### src/rtl/bw_alu_pkg.sv
package bw_alu_pkg;

  typedef enum logic [3:0] {
    OP_ADD  = 4'd0,
    OP_ADDC = 4'd1,
    OP_ADDX = 4'd2,
    OP_SUB  = 4'd3,
    OP_SUBB = 4'd4,
    OP_SUBX = 4'd5,
    OP_AND  = 4'd6,
    OP_OR   = 4'd7,
    OP_XOR  = 4'd8,
    OP_NOT  = 4'd9,
    OP_SHL  = 4'd10,
    OP_SHR  = 4'd11,
    OP_ASR  = 4'd12,
    OP_RLC  = 4'd13,
    OP_RRC  = 4'd14,
    OP_RSVD = 4'd15
  } alu_op_e;

  typedef enum logic [2:0] {
    SH_LEFT,
    SH_RIGHT,
    SH_ARITH,
    SH_ROTL,
    SH_ROTR
  } shift_e;

  typedef struct packed {
    logic c;
    logic z;
    logic n;
    logic ov;
    logic dc;
  } flags_t;

  function automatic logic op_is_arith(alu_op_e o);
    return (o <= OP_SUBX);
  endfunction

  function automatic logic op_is_sub(alu_op_e o);
    return (o == OP_SUB) || (o == OP_SUBB) || (o == OP_SUBX);
  endfunction

  function automatic logic op_is_logic(alu_op_e o);
    return (o >= OP_AND) && (o <= OP_NOT);
  endfunction

  function automatic logic op_is_shift(alu_op_e o);
    return (o >= OP_SHL) && (o <= OP_RRC);
  endfunction

  // which status bits each operation class is allowed to write
  function automatic flags_t flag_write_mask(alu_op_e o);
    flags_t m;
    m = '0;
    if (op_is_arith(o)) begin
      m = '1;
    end else if (op_is_logic(o)) begin
      m.z = 1'b1;
      m.n = 1'b1;
    end else if (op_is_shift(o)) begin
      m.c = 1'b1;
      m.z = 1'b1;
      m.n = 1'b1;
    end
    return m;
  endfunction

  function automatic shift_e shift_kind(alu_op_e o);
    case (o)
      OP_SHL:  return SH_LEFT;
      OP_SHR:  return SH_RIGHT;
      OP_ASR:  return SH_ARITH;
      OP_RLC:  return SH_ROTL;
      default: return SH_ROTR;
    endcase
  endfunction

endpackage

### src/rtl/bw_alu_adder.sv
module bw_alu_adder #(
  parameter int W = 16
) (
  input  logic [W-1:0] x,
  input  logic [W-1:0] y,
  input  logic         ci,
  output logic [W-1:0] s,
  output logic [W:0]   cv
);

  // ripple chain that exposes the carry into every bit position
  function automatic logic [W:0] carry_chain(logic [W-1:0] p, logic [W-1:0] q, logic c0);
    logic [W:0] c;
    c[0] = c0;
    for (int i = 0; i < W; i++) begin
      c[i+1] = (p[i] & q[i]) | (c[i] & (p[i] ^ q[i]));
    end
    return c;
  endfunction

  always_comb begin
    cv = carry_chain(x, y, ci);
    s  = x ^ y ^ cv[W-1:0];
  end

endmodule

### src/rtl/bw_alu_shift.sv
module bw_alu_shift
  import bw_alu_pkg::*;
#(
  parameter int DW = 16,
  parameter int BW = DW / 2
) (
  input  logic [DW-1:0] x,
  input  logic          bm,
  input  shift_e        kind,
  input  logic          ci,
  output logic [DW-1:0] y,
  output logic          co
);

  logic [DW-1:0] lin;
  logic [DW-1:0] rin;
  logic          x_top;
  logic          lsb_fill;
  logic          msb_fill;
  logic          go_left;

  assign x_top   = bm ? x[BW-1] : x[DW-1];
  assign go_left = (kind == SH_LEFT) || (kind == SH_ROTL);
  assign lsb_fill = (kind == SH_ROTL) ? ci : 1'b0;

  always_comb begin
    case (kind)
      SH_ARITH: msb_fill = x_top;
      SH_ROTR:  msb_fill = ci;
      default:  msb_fill = 1'b0;
    endcase
  end

  for (genvar i = 0; i < DW; i++) begin : g_bit
    if (i == 0) begin : g_lo
      assign lin[i] = lsb_fill;
    end else begin : g_mid
      assign lin[i] = x[i-1];
    end
    if (i == DW-1) begin : g_wtop
      assign rin[i] = msb_fill;
    end else if (i == BW-1) begin : g_btop
      assign rin[i] = bm ? msb_fill : x[i+1];
    end else begin : g_rest
      assign rin[i] = x[i+1];
    end
  end

  assign y  = go_left ? lin : rin;
  assign co = go_left ? x_top : x[0];

endmodule

### src/rtl/bw_alu_status.sv
module bw_alu_status
  import bw_alu_pkg::*;
(
  input  logic   clk,
  input  logic   rst_n,
  input  logic   en,
  input  flags_t wr,
  input  flags_t nxt,
  output flags_t cur
);

  always_ff @(posedge clk) begin
    if (!rst_n) begin
      cur <= '0;
    end else if (en) begin
      cur <= (cur & ~wr) | (nxt & wr);
    end
  end

endmodule

### src/rtl/bw_alu.sv
module bw_alu
  import bw_alu_pkg::*;
#(
  parameter int DW  = 16,
  parameter int NIB = 4
) (
  input  logic          clk,
  input  logic          rst_n,
  input  logic          en,
  input  logic [3:0]    op,
  input  logic          byte_mode,
  input  logic [DW-1:0] a,
  input  logic [DW-1:0] b,
  input  logic          carry_in,
  output logic [DW-1:0] result,
  output logic          flag_c,
  output logic          flag_z,
  output logic          flag_n,
  output logic          flag_ov,
  output logic          flag_dc
);

  localparam int BW = DW / 2;

  alu_op_e       op_e;
  flags_t        st;
  flags_t        nxt;
  flags_t        upd_mask;
  logic          add_ci;
  logic [DW-1:0] b_eff;
  logic [DW-1:0] sum;
  logic [DW:0]   cv;
  logic [DW-1:0] sh_y;
  logic          sh_co;
  logic [DW-1:0] core_r;
  logic          sel_msb;
  logic          sel_zero;

  assign op_e = alu_op_e'(op);

  // carry entering the adder for each arithmetic flavour
  always_comb begin
    case (op_e)
      OP_ADDC, OP_SUBB: add_ci = st.c;
      OP_ADDX, OP_SUBX: add_ci = carry_in;
      OP_SUB:           add_ci = 1'b1;
      default:          add_ci = 1'b0;
    endcase
  end

  assign b_eff = op_is_sub(op_e) ? ~b : b;

  bw_alu_adder #(.W(DW)) u_add (
    .x  (a),
    .y  (b_eff),
    .ci (add_ci),
    .s  (sum),
    .cv (cv)
  );

  bw_alu_shift #(.DW(DW), .BW(BW)) u_shift (
    .x    (a),
    .bm   (byte_mode),
    .kind (shift_kind(op_e)),
    .ci   (st.c),
    .y    (sh_y),
    .co   (sh_co)
  );

  always_comb begin
    case (op_e)
      OP_AND:  core_r = a & b;
      OP_OR:   core_r = a | b;
      OP_XOR:  core_r = a ^ b;
      OP_NOT:  core_r = ~a;
      OP_RSVD: core_r = a;
      default: core_r = op_is_shift(op_e) ? sh_y : sum;
    endcase
  end

  assign result   = byte_mode ? {a[DW-1:BW], core_r[BW-1:0]} : core_r;
  assign sel_msb  = byte_mode ? core_r[BW-1] : core_r[DW-1];
  assign sel_zero = byte_mode ? (core_r[BW-1:0] == '0) : (core_r == '0);

  always_comb begin
    nxt.z  = sel_zero;
    nxt.n  = sel_msb;
    nxt.dc = cv[NIB];
    nxt.ov = byte_mode ? (cv[BW] ^ cv[BW-1]) : (cv[DW] ^ cv[DW-1]);
    if (op_is_shift(op_e)) begin
      nxt.c = sh_co;
    end else begin
      nxt.c = byte_mode ? cv[BW] : cv[DW];
    end
  end

  assign upd_mask = flag_write_mask(op_e);

  bw_alu_status u_status (
    .clk   (clk),
    .rst_n (rst_n),
    .en    (en),
    .wr    (upd_mask),
    .nxt   (nxt),
    .cur   (st)
  );

  assign flag_c  = st.c;
  assign flag_z  = st.z;
  assign flag_n  = st.n;
  assign flag_ov = st.ov;
  assign flag_dc = st.dc;

endmodule

### config.mk
export PLATFORM = sky130hd
export DESIGN_NAME = bw_alu
export DESIGN_NICKNAME = d
export VERILOG_FILES = /design/src/rtl/bw_alu_pkg.sv /design/src/rtl/bw_alu_adder.sv /design/src/rtl/bw_alu_shift.sv /design/src/rtl/bw_alu_status.sv /design/src/rtl/bw_alu.sv
export SDC_FILE = /design/constraint.sdc
export NUM_CORES = 1
export LEC_CHECK = 0
export BUFFER_PORTS_ARGS = -buffer_cell sky130_fd_sc_hd__buf_2
export CAP_MARGIN = 20
export CORE_ASPECT_RATIO = 1.4
export CORE_MARGIN = 2
export CORE_UTILIZATION = 50
export CTS_BUF_LIST = sky130_fd_sc_hd__clkbuf_4 sky130_fd_sc_hd__clkbuf_8
export CTS_CLUSTER_DIAMETER = 100
export CTS_CLUSTER_SIZE = 40
export DETAILED_ROUTE_END_ITERATION = 7
export GPL_ROUTABILITY_DRIVEN = 0
export PLACE_DENSITY = 0.77
export SLEW_MARGIN = 20
export SYNTH_ARGS = -nofsm -noshare
export SYNTH_HDL_FRONTEND = slang
export SYNTH_SLANG_ARGS = --single-unit
### constraint.sdc
create_clock -name clk -period 10 [get_ports clk]
set_input_delay 0.5 -clock clk [delete_from_list [all_inputs] [get_ports clk]]
set_output_delay 0.5 -clock clk [all_outputs]
set_load 0.005 [all_outputs]
==> impl_metrics.json <==
{
  "dieArea_mm2": 0.00667,
  "slew_violations": 0,
  "comb_power_share_pct": 74.7,
  "antenna_found_initial": 0,
  "finalSetupViolCount": 0,
  "root_buffer": "clkbuf_8",
  "nNetsFinal": 553,
  "maxSlewHeadroom_pct": 48.9,
  "vias_per_cell": 6.55,
  "met2_usage_pct": 55.3,
  "status": "completed",
  "synth.top_cell.area_share_pct": 13.3,
  "vias": 3489,
  "core-area_mm2": 0.00582,
  "drtIter0Drc": 292,
  "layout-drive-gt1-share_pct": 19.4,
  "max_cap_violations": 0,
  "port_buffers": 61,
  "ir_drop_mv": 0.0414,
  "worstPathRequired_ns": 9.50,
  "drt_pass1_iterations": 6,
  "timing.final.crit_period_ns": 9.21,
  "clock_power_share_pct": 16.0,
  "synth.ff_latch_count": 5,
  "grt-ovfl-total": 0,
  "synth_edf_count": 0,
  "path_clk_slew_ns": 0.04,
  "grt_pass1_vias": 3376,
  "multi_input_area_mm2": 0.00259,
  "p_int_w": 0.000127,
  "start_util_pct": 51.7,
  "synth_largest_area_cell": "ha_1",
  "reg2regPathDepth": 25,
  "synthCells": 422,
  "async_flop_share_pct": 0,
  "hp-class": "reg -> reg",
  "io_pins": 62,
  "path_class": "in -> out",
  "p_switching_w": 0.000118,
  "clock_latency_ns": 0.22,
  "syn_area_mm2": 0.00301,
  "p_sw_share_pct": 48.2,
  "ys_seq_area_share_pct": 3.33,
  "seqCellArea_um2": 100,
  "grt_max_degree": 62,
  "clockBufferDepth": 2,
  "diodes": 0,
  "fin_hold_ws_ns": 0.461,
  "htreeDepth": 1,
  "area_growth_pct": 10.8,
  "ctsHoldBuffers": 0,
  "cts_sinks": 5,
  "slowest_stage": "fa_1",
  "dp.cells": 529,
  "start_kind": "input port",
  "hpwl_mm": 7.52,
  "min_period_over_period_pct": 92.1,
  "nFillCells": 545,
  "cp_num_buf_inv": 3,
  "holdPathStages": 2,
  "yosysUniqueCellTypes": 62,
  "p_leak_nw": 1.52,
  "wire_per_inst_um": 18.5,
  "synth_nets": 511,
  "fmax_mhz": 109,
  "setup_tns_ns": 0,
  "yosysWarnings": 0,
  "drc_errors": 0,
  "stdcell_count": 533,
  "top_usage_layer": "met2",
  "syn_area_per_cell_um2": 7.13,
  "synth-main-ff-cell": "dfxtp_1",
  "finalClockSkew_ns": 0.000461,
  "grtUsageMet3_pct": 1.99,
  "routed_wl_mm": 9.88,
  "final_common_cell": "buf_2",
  "dieWidth_um": 69.6,
  "crit_fanout": 28,
  "rows": 33,
  "hold_viol": 0,
  "fin_total_pwr_w": 0.000246,
  "r2r_setup_slack_ns": 1.49,
  "critPathArrivalTime_ns": 8.71,
  "post-cts-setup-buffers": 0,
  "synth.area.top_cells": "ha_1 (13%), fa_1 (11%), o21ai_0 (6.2%)",
  "cts_tree": "built",
  "numCtsBuffers": 3,
  "ant_nets": 0,
  "rsz0062_at_grt": "no",
  "final_cell_mix": "buf_2 (61), nor2_1 (42), inv_1 (40), o21ai_0 (37), nand2_1 (34)",
  "cp_common_cell": "fa_1",
  "met1_usage_pct": 33.4,
  "post_cts_resized": 0,
  "grt_util_all_layers_pct": 29.8,
  "sequentialPowerShare_pct": 9.2,
  "die_h_um": 95.8,
  "critPathMaxStageDelay_ns": 0.45,
  "cp-end-kind": "output pin",
  "power.density_mw_per_mm2": 73.6,
  "grt_pass1_wl_mm": 16.1,
  "worstMarginPinSlew_ns": 0.764,
  "critPathTopFamily": "adder cells"
}
[worst max path at each step]
stage / end / cells past startpoint / start / slack, ns
floorplan: result[15] / 29 / op[3] / 0.59
global placement: result[15] / 27 / op[0] / 1.11
detailed placement: result[15] / 27 / op[0] / 0.90
CTS: result[15] / 27 / op[0] / 0.89
global route: result[15] / 27 / op[0] / 0.52
finish: result[15] / 27 / op[0] / 0.79
[layer usage]
layer | share of wire (%) | wire (um)
met3 | 8.3 | 821
met5 | 0 | 0
met4 | 5.3 | 521
met1 | 36 | 3530
met2 | 51 | 5010
[stage by stage]
step	setup slack (ns)	instance area [um2]	util, %
after CTS	0.890	3340	57.3
after global routing	0.519	3340	57.3
after detailed placement	0.896	3290	56.5
final	0.788	3340	57.3
after global placement	1.11	3290	56.5
after floorplan	0.590	3010	-
[area by class of cell]
class | instances | share of cell area [%]
Multi-Input combinational cell | 345 | 77.6
Timing Repair Buffer | 68 | 10.7
Inverter | 41 | 4.61
Sequential cell | 5 | 3.00
Tap cell | 70 | 2.62
Clock buffer | 4 | 1.46
[power by group through the flow]
stage	sequential, W	combinational, W	clock (W)
after CTS	0.0000226	0.000180	0.0000396
after detailed placement	0.0000229	0.000179	0
final	0.0000227	0.000184	0.0000394
after global placement	0.0000229	0.000177	0
after global routing	0.0000228	0.000204	0.0000414
after floorplan	0.0000227	0.000120	0
[Yosys cell counts, types with 6 or more instances]
cell,number
o22ai_1,17
o21ai_0,37
xnor2_1,18
nand2_1,34
mux2_2,9
nand2b_1,10
nor2b_1,12
inv_1,40
fa_1,16
o221ai_1,7
buf_4,7
o31ai_1,6
nor2_1,43
a21oi_1,24
ha_1,32
buf_2,10
mux2i_1,7
a211oi_1,6
clkbuf_1,11
[tightest hold or removal path: stages (launching register included)]
cell and delay, ns:
dfxtp_1 0.30, nand2_1 0.05, a21oi_1 0.05
[kinds of logic (layout without fill, tap and decap cells)]
| family | after synthesis | count (layout) | share of synthesized area [%] |
|---|---|---|---|
| mux | 16 | 16 | 5.69 |
| flops | 5 | 5 | 3.33 |
| simple gates | 121 | 121 | 19.2 |
| xor+xnor | 19 | 19 | 5.53 |
| buf+inv | 72 | 113 | 10.8 |
| compound gates | 141 | 141 | 31.5 |
| fa+ha+maj | 48 | 48 | 23.9 |
Note: power is estimated with default switching activity, not from simulation.
